<file path="src/rtl/ptimer_pkg.sv">
package ptimer_pkg;
  localparam int unsigned MCR_ADDR    = 'h000;
  localparam int unsigned CH_BASE     = 'h100;
  localparam int unsigned CH_STRIDE   = 'h10;
  localparam int unsigned OFF_LOAD    = 'h0;
  localparam int unsigned OFF_CUR     = 'h4;
  localparam int unsigned OFF_CTRL    = 'h8;
  localparam int unsigned OFF_FLAG    = 'hC;
  localparam int unsigned CTRL_EN_BIT = 0;
  localparam int unsigned CTRL_IE_BIT = 1;
  localparam int unsigned MCR_FRZ_BIT = 0;
  localparam int unsigned FLAG_BIT    = 0;

  typedef enum logic [2:0] {
    SEL_NONE,
    SEL_MCR,
    SEL_LOAD,
    SEL_CUR,
    SEL_CTRL,
    SEL_FLAG
  } reg_sel_e;
endpackage

</file>
<file path="src/rtl/ptimer_decode.sv">
module ptimer_decode
  import ptimer_pkg::*;
#(
  parameter int unsigned ADDR_W = 12,
  parameter int unsigned NUM_CH = 4,
  localparam int unsigned CH_IDX_W = (NUM_CH > 1) ? $clog2(NUM_CH) : 1
) (
  input  logic [ADDR_W-1:0]   addr_i,
  output reg_sel_e            sel_o,
  output logic [CH_IDX_W-1:0] ch_o
);
  localparam logic [ADDR_W-1:0] BASE_A = ADDR_W'(CH_BASE);
  localparam logic [ADDR_W-1:0] SPAN_A = ADDR_W'(NUM_CH * CH_STRIDE);
  localparam logic [ADDR_W-1:0] MCR_A  = ADDR_W'(MCR_ADDR);

  logic [ADDR_W-1:0] off;
  logic [ADDR_W-5:0] win_idx;

  assign off     = addr_i - BASE_A;
  assign win_idx = off[ADDR_W-1:4];

  always_comb begin
    sel_o = SEL_NONE;
    ch_o  = '0;
    if (addr_i == MCR_A) begin
      sel_o = SEL_MCR;
    end else if (addr_i >= BASE_A && off < SPAN_A && off[1:0] == 2'b00) begin
      ch_o = CH_IDX_W'(win_idx);
      unique case (off[3:2])
        2'(OFF_LOAD >> 2): sel_o = SEL_LOAD;
        2'(OFF_CUR >> 2):  sel_o = SEL_CUR;
        2'(OFF_CTRL >> 2): sel_o = SEL_CTRL;
        default:           sel_o = SEL_FLAG;
      endcase
    end
  end
endmodule

</file>
<file path="src/rtl/ptimer_chan.sv">
module ptimer_chan #(
  parameter int unsigned CNT_W = 32
) (
  input  logic             clk_i,
  input  logic             rst_ni,
  input  logic             frozen_i,
  input  logic             load_we_i,
  input  logic [CNT_W-1:0] load_val_i,
  input  logic             ctrl_we_i,
  input  logic             en_val_i,
  input  logic             ie_val_i,
  input  logic             flag_clr_i,
  output logic [CNT_W-1:0] load_o,
  output logic [CNT_W-1:0] cnt_o,
  output logic             en_o,
  output logic             ie_o,
  output logic             flag_o,
  output logic             irq_o
);
  logic [CNT_W-1:0] load_q, cnt_q;
  logic             en_q, en_d_q, ie_q, flag_q;
  logic             start, tick, expire;

  assign start  = en_q & ~en_d_q;
  assign tick   = en_q & en_d_q & ~frozen_i;
  assign expire = tick & (cnt_q == '0);

  always_ff @(posedge clk_i or negedge rst_ni) begin
    if (!rst_ni) begin
      load_q <= '0;
    end else if (load_we_i) begin
      load_q <= load_val_i;
    end
  end

  always_ff @(posedge clk_i or negedge rst_ni) begin
    if (!rst_ni) begin
      en_q   <= 1'b0;
      ie_q   <= 1'b0;
      en_d_q <= 1'b0;
    end else begin
      en_d_q <= en_q;
      if (ctrl_we_i) begin
        en_q <= en_val_i;
        ie_q <= ie_val_i;
      end
    end
  end

  // start and expiry both take the load value; new load seen only here
  always_ff @(posedge clk_i or negedge rst_ni) begin
    if (!rst_ni) begin
      cnt_q <= '0;
    end else if (start || expire) begin
      cnt_q <= load_q;
    end else if (tick) begin
      cnt_q <= cnt_q - 1'b1;
    end
  end

  // expiry wins over a same-cycle clear
  always_ff @(posedge clk_i or negedge rst_ni) begin
    if (!rst_ni) begin
      flag_q <= 1'b0;
    end else if (expire) begin
      flag_q <= 1'b1;
    end else if (flag_clr_i) begin
      flag_q <= 1'b0;
    end
  end

  assign load_o = load_q;
  assign cnt_o  = cnt_q;
  assign en_o   = en_q;
  assign ie_o   = ie_q;
  assign flag_o = flag_q;
  assign irq_o  = flag_q & ie_q;
endmodule

</file>
<file path="src/rtl/ptimer_bank.sv">
module ptimer_bank
  import ptimer_pkg::*;
#(
  parameter int unsigned NUM_CH = 4,
  parameter int unsigned CNT_W  = 32,
  parameter int unsigned ADDR_W = 12,
  parameter int unsigned DATA_W = 32
) (
  input  logic              clk_i,
  input  logic              rst_ni,
  input  logic              dbg_halt_i,
  input  logic [ADDR_W-1:0] addr_i,
  input  logic [DATA_W-1:0] wdata_i,
  input  logic              we_i,
  output logic [DATA_W-1:0] rdata_o,
  output logic [NUM_CH-1:0] irq_o
);
  localparam int unsigned CH_IDX_W = (NUM_CH > 1) ? $clog2(NUM_CH) : 1;

  reg_sel_e                       sel;
  logic [CH_IDX_W-1:0]            ch_sel;
  logic                           frz_q;
  logic                           frozen;
  logic [NUM_CH-1:0][CNT_W-1:0]   ch_load;
  logic [NUM_CH-1:0][CNT_W-1:0]   ch_cnt;
  logic [NUM_CH-1:0]              ch_en, ch_ie, ch_flag;

  ptimer_decode #(
    .ADDR_W (ADDR_W),
    .NUM_CH (NUM_CH)
  ) decode_i (
    .addr_i (addr_i),
    .sel_o  (sel),
    .ch_o   (ch_sel)
  );

  always_ff @(posedge clk_i or negedge rst_ni) begin
    if (!rst_ni) begin
      frz_q <= 1'b0;
    end else if (we_i && sel == SEL_MCR) begin
      frz_q <= wdata_i[MCR_FRZ_BIT];
    end
  end

  assign frozen = frz_q & dbg_halt_i;

  for (genvar g = 0; g < NUM_CH; g++) begin : g_ch
    logic hit;
    assign hit = (ch_sel == CH_IDX_W'(g));

    ptimer_chan #(
      .CNT_W (CNT_W)
    ) chan_i (
      .clk_i      (clk_i),
      .rst_ni     (rst_ni),
      .frozen_i   (frozen),
      .load_we_i  (we_i && hit && sel == SEL_LOAD),
      .load_val_i (wdata_i[CNT_W-1:0]),
      .ctrl_we_i  (we_i && hit && sel == SEL_CTRL),
      .en_val_i   (wdata_i[CTRL_EN_BIT]),
      .ie_val_i   (wdata_i[CTRL_IE_BIT]),
      .flag_clr_i (we_i && hit && sel == SEL_FLAG && wdata_i[FLAG_BIT]),
      .load_o     (ch_load[g]),
      .cnt_o      (ch_cnt[g]),
      .en_o       (ch_en[g]),
      .ie_o       (ch_ie[g]),
      .flag_o     (ch_flag[g]),
      .irq_o      (irq_o[g])
    );
  end

  always_comb begin
    rdata_o = '0;
    unique case (sel)
      SEL_MCR:  rdata_o[MCR_FRZ_BIT] = frz_q;
      SEL_LOAD: rdata_o[CNT_W-1:0]   = ch_load[ch_sel];
      SEL_CUR:  rdata_o[CNT_W-1:0]   = ch_cnt[ch_sel];
      SEL_CTRL: begin
        rdata_o[CTRL_EN_BIT] = ch_en[ch_sel];
        rdata_o[CTRL_IE_BIT] = ch_ie[ch_sel];
      end
      SEL_FLAG: rdata_o[FLAG_BIT] = ch_flag[ch_sel];
      default:  rdata_o = '0;
    endcase
  end
endmodule

</file>
<file path="config.mk">
export PLATFORM = sky130hd
export DESIGN_NAME = ptimer_bank
export DESIGN_NICKNAME = d
export VERILOG_FILES = /design/src/rtl/ptimer_pkg.sv /design/src/rtl/ptimer_decode.sv /design/src/rtl/ptimer_chan.sv /design/src/rtl/ptimer_bank.sv
export SDC_FILE = /design/constraint.sdc
export NUM_CORES = 1
export LEC_CHECK = 0
export ABC_CLOCK_PERIOD_IN_PS = 9100
export BUFFER_PORTS_ARGS = -buffer_cell sky130_fd_sc_hd__buf_2
export CORE_MARGIN = 5
export CORE_UTILIZATION = 55
export CTS_CLUSTER_SIZE = 12
export DETAILED_ROUTE_END_ITERATION = 10
export PLACE_DENSITY = 0.8
export SLEW_MARGIN = 40
export SYNTH_ARGS = -nofsm -noshare
export SYNTH_HDL_FRONTEND = slang
export SYNTH_HIERARCHICAL = 1
export SYNTH_SLANG_ARGS = --single-unit
</file>
<file path="constraint.sdc">
create_clock -name clk_i -period 9.1 [get_ports clk_i]
set_clock_uncertainty 0.2 [all_clocks]
set_input_delay 1.82 -clock clk_i [delete_from_list [all_inputs] [get_ports clk_i]]
set_output_delay 1.82 -clock clk_i [all_outputs]
set_load 0.02 [all_outputs]
</file>
==> impl_metrics.json, run 1 <==
{
  "status": "finished clean",
  "synthAdderAreaFrac": 0.003812,
  "crit_required_ps": 7080,
  "synth_area_um2": 16410,
  "fill_cells": 2341,
  "cts_resized": 0,
  "crit_type": "in -> out",
  "rows": 63,
  "multi_input_area_um2": 9002,
  "ant_nets": 0,
  "start_util": 0.5552,
  "grt_pass1_wl_mm": 77.98,
  "post_drt_wl_per_cell_um": 25.81,
  "max_freq_mhz": 147.5,
  "die_w_um": 182.7,
  "first_pass_iters": 6,
  "vias_per_cell": 6.929,
  "cts_tree": "built",
  "synth_top_area_share": 0.4163,
  "clock_path_buffers": 3,
  "yosys.area_share.simple": 0.1927,
  "seq_area_frac_synth": 0.4163,
  "synthXorXnorAreaFrac": 0.03042,
  "io_pins": 84,
  "finalWirelength_mm": 50.36,
  "synth_common_cells": "dfrtp_1 (273), mux2_2 (138), nand2_1 (138)",
  "synthMuxAreaShare": 0.2018,
  "synthCells": 1501,
  "root_buffer": "clkbuf_16",
  "final_max_slew_viol_count": 0,
  "grt_max_degree": 155,
  "syn_area_per_cell_um2": 10.93,
  "io_buffers": 83,
  "crit_arrival_ps": 4760,
  "grt.overflow.total": 0,
  "drt_iter0_markers": 1633,
  "ys.flop_type": "dfrtp_1",
  "yosys.area.top_type": "dfrtp_1",
  "hold_violations": 0,
  "power.total_mw": 2.679,
  "ir_worst_vdd_uv": 127.7,
  "cts-htree-levels": 1,
  "synth_compound_area_frac": 0.1128,
  "regArea_um2": 6832,
  "grt_pass1_vias": 13370,
  "fin_cells": 1951,
  "clkSinkCount": 273,
  "layout.nets": 1593,
  "die_area_um2": 33390,
  "leakagePower_nw": 7.801,
  "dpl.hpwl_mm": 35.28,
  "powerDensity_nw_per_um2": 148.0,
  "synth_top_cells_by_area": "dfrtp_1 (42%), mux2_2 (9.5%), mux4_2 (6.9%)",
  "async_reset_ff_frac": 1.000,
  "maxSlewHeadroom": 0.3676,
  "post_cts_buffers": 0,
  "yosysWarnings": 6,
  "critPathMaxFanout": 17,
  "vias": 13520,
  "final_util": 0.6122,
  "die_h_um": 182.7,
  "clk_latency_ps": 560,
  "setup_viol": 0,
  "dp.cells": 1897,
  "cts_hold_buf": 0,
  "area_growth_pct": 10.28,
  "tightest_slew_ps": 940.8,
  "synth_top_family_by_area": "multiplexers",
  "min_period_over_period": 0.7448,
  "gp_congestion": 0.9754,
  "fin_tns_setup_ps": 0,
  "rsz0062_at_grt": "false",
  "hold_class": "reg -> reg",
  "hold_slack_ps": 316.0,
  "synth_nets": 1554,
  "synth_edf_count": 0,
  "post-synth-top-count-cell": "dfrtp_1",
  "path_clk_slew_ps": 60,
  "fin_crit_ps": 6778,
  "drive_gt1_frac": 0.2821,
  "drc": 0,
  "antenna_found_initial": 1,
  "crit_path_end_kind": "output port",
  "start_kind": "input pin",
  "synth_seq_cells": 273,
  "maxCapViolCount": 0,
  "cts_made_buffers": 30,
  "grt_usage": 0.2951,
  "coreArea_um2": 29560,
  "synth_cell_types": 78
}
## registers in the layout, indices dropped and copies added (netlist names)
name	cells
g_ch.chan_i/cnt_o	128
g_ch.chan_i/load_o	128
g_ch.chan_i/en_d_q	4
g_ch.chan_i/en_o	4
g_ch.chan_i/flag_o	4
g_ch.chan_i/ie_o	4
frz_q	1
## critical path, stage by stage
cell and delay (ps):
buf_2 90, nor4_1 360, nand3_1 310, nor2_1 360, nand2b_1 220, nor2_2 680
buf_4 430, a22oi_1 180, nor2b_1 130, buf_2 170
## worst paths after layout
check                      slack [ps]  cells past startpoint                      from                   endpoint
min reg2reg                       320                      2  g_ch[3].chan_i/load_o[3]    g_ch[3].chan_i/cnt_o[3]
min in group asynchronous        1010                      1                    rst_ni        g_ch[3].chan_i/ie_o
min                               320                      2  g_ch[3].chan_i/load_o[3]    g_ch[3].chan_i/cnt_o[3]
max in group asynchronous        6200                      4                    rst_ni  g_ch[0].chan_i/load_o[15]
max                              2320                     10                addr_i[10]                rdata_o[16]
max reg2reg                      5680                      7   g_ch[3].chan_i/cnt_o[0]   g_ch[3].chan_i/cnt_o[11]
## stage by stage
stage | setup WS, ps | area (um^2)
CTS | 2383 | 18050
detailed placement | 2392 | 17120
global placement | 2417 | 16950
global route | 2166 | 18090
finish | 2322 | 18100
floorplan | 3415 | 16410
## per-layer routing
layer	GRT usage	wire length [um]
met5	0	18
met1	0.4034	19440
met4	0.1138	2234
met3	0.07576	5697
met2	0.4573	22970
## logic make-up after synthesis
group	Yosys count
adders and majority gates	5
AOI/OAI and AO/OA	272
muxes	227
xor gates and xnor gates	57
and+or+nand+nor	538
buffers and inverters	129
DFF	273
## cell usage in the layout, fill, tap and decap left out, drive strengths merged, types with 5 or more instances in the layout
master,synthesis,final
nor4,60,60
nand2b,11,11
o21ai,125,125
nand2,141,141
o22ai,6,6
xor2,33,33
mux2,144,144
and2,13,13
nor2b,38,38
buf,66,109
a21oi,27,27
xnor2,24,24
nor3,56,56
o211ai,6,6
a22oi,34,34
a221o,8,8
nand3,29,29
nand4b,6,6
a22o,18,18
nand4,26,26
or4,15,15
nor4b,12,12
a211oi,6,6
mux2i,20,20
clkbuf,36,47
or2,8,8
nor2,69,69
inv,27,27
dfrtp,273,273
o311ai,7,7
nor3b,10,10
a31oi,5,5
mux4,63,63
ha,5,5
or3,18,18
nand3b,8,8
## final cells by class
cell class	count	area share
clock inverters	5	0.002765
diodes	1	0.0001383
multi-input cells	1099	0.4974
inverters	27	0.005600
flip-flops and latches	273	0.3775
repair buffers	109	0.04065
clock buffers	47	0.04895
well taps	390	0.02696
## power breakdown
group	leakage (nW)	switching, mW	internal (mW)
sequential	3.64	0.0362	1.24
combinational	3.70	0.137	0.0918
clock	0.461	0.491	0.688
Note: power is estimated with default switching activity, not from simulation.
==> run 2: changes to the inputs <==
ABC_CLOCK_PERIOD_IN_PS = 6600   (was 9100)
clock period = 6.6 ns   (was 9.1 ns; I/O delays follow)
==> run 2 against run 1 <==
Effect of this change: setup slack lost 1200 ps; hold slack worse by 11 ps; first-iteration DRC count down 10%; clock power increased by 49%; non-clock buffer count rose by 1; sequential power up 39%; sequential share of layout area is 0.10 points lower; critical path type unchanged; largest power group unchanged.
==> impl_metrics.json, run 2 (synthesis gave the netlist of run 1 again) <==
{
  "dp.cells": 1898,
  "coreArea_um2": 29560,
  "reg2reg_from": "g_ch[2].chan_i/cnt_o[0]",
  "start_kind": "input pin",
  "path_cells": "buf_2, nor4_1, nand3_1, nor2_4, buf_4, mux4_1, a22oi_1, nor2b_1, buf_2",
  "maxCapViolCount": 0,
  "path_clk_slew_ps": 60,
  "clk_latency_ps": 560,
  "slowest_stage": "mux4_1",
  "antenna_found_initial": 0,
  "final_cell_mix": "dfrtp_1 (273), nand2_1 (138), mux2_2 (138)",
  "dpl.hpwl_mm": 35.25,
  "fin_cells": 1952,
  "vias": 13360,
  "clock_path_buffers": 3,
  "io_pins": 84,
  "rrSetupSlack_ps": 3350,
  "die_w_um": 182.7,
  "rsz0062_at_grt": "false",
  "grt_usage": 0.2985,
  "cts_hold_buf": 0,
  "post_cts_buffers": 0,
  "hold_slack_ps": 305.0,
  "fin_tns_setup_ps": 0,
  "final_common_cell": "dfrtp_1",
  "start_util": 0.5552,
  "status": "finished clean",
  "post_drt_wl_per_cell_um": 26.00,
  "fin_crit_ps": 5510,
  "gp_congestion": 1.012,
  "die_h_um": 182.7,
  "drive_gt1_frac": 0.2868,
  "drt_iter0_markers": 1463,
  "crit_arrival_ps": 3990,
  "ant_nets": 0,
  "reg2reg_depth": 7,
  "grt_max_degree": 126,
  "layout.nets": 1594,
  "fill_cells": 2372,
  "final_util": 0.6139,
  "cts_made_buffers": 30,
  "grt_pass1_vias": 13350,
  "crit_type": "in -> out",
  "regArea_um2": 6832,
  "slowest_delay_ps": 620,
  "startpoint": "addr_i[10]",
  "maxSlewHeadroom": 0.4389,
  "hold_class": "reg -> reg",
  "final_max_slew_viol_count": 0,
  "crit_path_end_kind": "output port",
  "crit_required_ps": 5080,
  "die_area_um2": 33390,
  "setup_viol": 0,
  "hold_violations": 0,
  "r2r_end": "g_ch[2].chan_i/cnt_o[11]",
  "rows": 63,
  "cts-htree-levels": 1,
  "max_freq_mhz": 181.5,
  "n_antenna_cell": 0,
  "min_period_over_period": 0.8348,
  "first_pass_iters": 5,
  "vias_per_cell": 6.844,
  "power.total_mw": 3.827,
  "tightest_slew_ps": 833.9,
  "area_growth_pct": 10.58,
  "drc": 0,
  "cts_resized": 0,
  "cts_tree": "built",
  "multi_input_area_um2": 9014,
  "clkSinkCount": 273,
  "grt.overflow.total": 0,
  "io_buffers": 83,
  "ir_worst_vdd_uv": 231.6,
  "worstSetupEndpoint": "rdata_o[29]",
  "powerDensity_nw_per_um2": 210.9,
  "leakagePower_nw": 7.838,
  "critPathMaxFanout": 27,
  "root_buffer": "clkbuf_16",
  "finalWirelength_mm": 50.76,
  "crit_path_frequent_cell": "buf_2",
  "grt_pass1_wl_mm": 78.39
}
## run 2: cell count changes in the layout (fill, tap and decap cells not counted), moves of 2 or more
| cell | delta |
|---|---|
| buf_4 | +6 |
| clkbuf_1 | -5 |
| nor4_2 | -2 |
| clkbuf_8 | +3 |
| buf_16 | -2 |
| bufinv_16 | +2 |
| buf_8 | -4 |
## run 2: cell type report
cell class                 count  share of cell area
timing repair buffer         110             0.03779
clock buffer                  45             0.05006
tap                          390             0.02689
sequential                   273              0.3765
multi-input combinational   1099              0.4967
clock inverter                 8            0.006481
inverter                      27            0.005585
## run 2: per-stage QoR
step,worst slack [ps],cell area [um^2]
4_1_cts,1050,18090
5_1_grt,864.1,18150
6_report,1090,18150
2_1_floorplan,1915,16410
3_5_place_dp,1048,17070
3_3_place_gp,1124,17010
## run 2: where the power goes
part | leakage [nW] | total [mW] | switching [mW] | internal, mW
Combinational | 3.69 | 0.316 | 0.192 | 0.124
Sequential | 3.64 | 1.76 | 0.0526 | 1.70
Clock | 0.505 | 1.76 | 0.698 | 1.06
Total | 7.84 | 3.83 | 0.943 | 2.88
## run 2: how the worst min path moves through the flow
stage | from | to | slack (ps) | cells after the start
5_1_grt | g_ch[2].chan_i/en_o | g_ch[2].chan_i/en_d_q | 330 | 0
4_1_cts | g_ch[2].chan_i/en_o | g_ch[2].chan_i/en_d_q | 300 | 0
3_5_place_dp | g_ch[2].chan_i/en_o | g_ch[2].chan_i/en_d_q | 290 | 0
3_3_place_gp | g_ch[2].chan_i/en_o | g_ch[2].chan_i/en_d_q | 280 | 0
6_report | g_ch[3].chan_i/load_o[3] | g_ch[3].chan_i/cnt_o[3] | 300 | 2
2_1_floorplan | g_ch[1].chan_i/en_o | g_ch[1].chan_i/en_d_q | 230 | 0
## run 2: critical path, delay by kind of cell
family	cells	cell delay [ps]
muxes	1	620
and+or+nand+nor	4	1020
buffers and inverters	3	730
AOI/OAI and AO/OA	1	260
## run 2: metal layers
layer,GRT usage,up-vias,part of all wire
met4,0.1024,0,0.036
met5,0,-,0
met3,0.07100,142,0.097
li1,-,5733,-
met2,0.4707,735,0.46
met1,0.4098,6750,0.40
==> run 3: changes to the inputs <==
ABC_CLOCK_PERIOD_IN_PS = 5750   (was 6600)
clock period = 5.75 ns   (was 6.6 ns; I/O delays follow)
==> run 3 against run 2 <==
Effect of this change: core utilization grew 0.13 points; sequential cell count unchanged; largest cell class unchanged; clock power is 13% higher; count of clock-buffer cells in the layout is 1 higher; critical endpoint is now rdata_o[25].
==> impl_metrics.json, run 3 (synthesis gave the netlist of run 1 again) <==
{
  "status": "finished clean",
  "grt_pass1_vias": 13410,
  "coreArea_um2": 29560,
  "maxSlewHeadroom": 0.3868,
  "fill_cells": 2378,
  "dpl.hpwl_mm": 35.56,
  "fin_ws_ps": 812.1,
  "startpoint": "addr_i[10]",
  "rsz0062_at_grt": "false",
  "cts_tree": "built",
  "setup_viol": 0,
  "n_antenna_cell": 0,
  "fin_tns_setup_ps": 0,
  "clock_path_buffers": 3,
  "first_pass_iters": 6,
  "fin_crit_ps": 4938,
  "drt_iter0_markers": 1666,
  "busiest_layer": "met2",
  "io_pins": 84,
  "path_clk_slew_ps": 60,
  "rows": 63,
  "final_common_cell": "dfrtp_1",
  "crit_arrival_ps": 3590,
  "grt_usage": 0.2974,
  "gp_congestion": 1.018,
  "post_cts_buffers": 0,
  "io_buffers": 83,
  "grt_util_met1": 0.4196,
  "final_cell_mix": "dfrtp_1 (273), nand2_1 (138), mux2_2 (138)",
  "die_h_um": 182.7,
  "grt_pass1_wl_mm": 78.61,
  "hold_class": "in -> async",
  "start_util": 0.5552,
  "clk_latency_ps": 560,
  "place_area_um2": 17100,
  "dpl_worst_slack_ps": 786.5,
  "max_freq_mhz": 202.5,
  "vias_per_cell": 6.925,
  "cts_made_buffers": 30,
  "power.internal_mw": 3.293,
  "clkSinkCount": 273,
  "use_met3": 0.06545,
  "min_period_over_period": 0.8588,
  "final_max_slew_viol_count": 0,
  "crit_type": "in -> out",
  "gr-usage-met2": 0.4657,
  "crit_path_end_kind": "output port",
  "start_kind": "input pin",
  "power.total_mw": 4.360,
  "p_comb_frac": 0.083,
  "hold_violations": 0,
  "area_growth_pct": 10.81,
  "seqPwrFrac": 0.462,
  "final_area_um2": 18180,
  "cts_hold_buf": 0,
  "powerDensity_nw_per_um2": 239.8,
  "tightest_slew_ps": 912.2,
  "regArea_um2": 6832,
  "ant_nets": 0,
  "cts_resized": 0,
  "clkPwrFrac": 0.456,
  "die_area_um2": 33390,
  "swShare": 0.2449,
  "drive_gt1_frac": 0.2903,
  "drc": 0,
  "multi_input_area_um2": 8980,
  "die_w_um": 182.7,
  "vias": 13580,
  "reg2reg_from": "g_ch[3].chan_i/cnt_o[0]",
  "power.switching_mw": 1.068,
  "root_buffer": "clkbuf_16",
  "post_drt_wl_per_cell_um": 25.74,
  "grt.overflow.total": 0,
  "antenna_found_initial": 0,
  "maxCapViolCount": 0,
  "finalWirelength_mm": 50.48,
  "crit_required_ps": 4400,
  "ir_worst_vdd_uv": 214.8,
  "layout.nets": 1602,
  "leakagePower_nw": 7.879,
  "critPathMaxFanout": 28,
  "grt_max_degree": 102,
  "cts-htree-levels": 1
}
-- run 3: cell count changes in the layout (fill, tap and decap cells not counted), moves of 2 or more --
cell	before	now
a31o_2	0	2
a31o_4	3	1
buf_4	23	29
clkbuf_8	8	10
clkinv_2	4	6
-- run 3: stage by stage --
stage               instances  utilization  hold slack (ps)
CTS                      1960       0.6132            292.8
finish                   1961       0.6152            253.3
global route             1961       0.6152            245.0
detailed placement       1906       0.5786            277.3
floorplan                1501            -            234.5
global placement         1906       0.5779            281.4
-- run 3: power by group through the flow --
| stage | Combinational, mW | Clock [mW] | Sequential (mW) |
|---|---|---|---|
| detailed placement | 0.350 | 0 | 2.04 |
| floorplan | 0.239 | 0 | 2.02 |
| global placement | 0.340 | 0 | 2.04 |
| CTS | 0.353 | 2.01 | 2.01 |
| finish | 0.361 | 1.99 | 2.01 |
| global route | 0.395 | 2.09 | 2.02 |
-- run 3: worst paths after layout --
path / slack (ps) / cells after the start / end
max: 810 / 9 / rdata_o[25]
min: 250 / 1 / g_ch[1].chan_i/flag_o
max reg2reg: 2260 / 7 / g_ch[3].chan_i/cnt_o[17]
min reg2reg: 300 / 0 / g_ch[3].chan_i/en_d_q
max in group asynchronous: 4080 / 2 / g_ch[3].chan_i/cnt_o[20]
min in group clk_i: 300 / 0 / g_ch[3].chan_i/en_d_q
-- run 3: area by class of cell --
type | count | share of cell area
Timing Repair Buffer | 118 | 0.04190
Clock inverter | 8 | 0.004954
Sequential cell | 273 | 0.3757
Inverter | 27 | 0.005573
Multi-Input combinational cell | 1099 | 0.4938
Clock buffer | 46 | 0.05126
Tap cell | 390 | 0.02683
-- run 3: metal layers --
metal,part of all wire,vias to the layer above
met5,0,-
met4,0.038,0
met3,0.11,167
met2,0.46,880
met1,0.39,6769
li1,-,5763
-- run 3: critical path, cell delays in order --
cell     delay, ps
buf_2           90
nor4_1         300
nand3_1        280
nor2_4         190
buf_4          470
mux4_2         570
a22oi_1        270
nor2b_1         80
buf_2          160
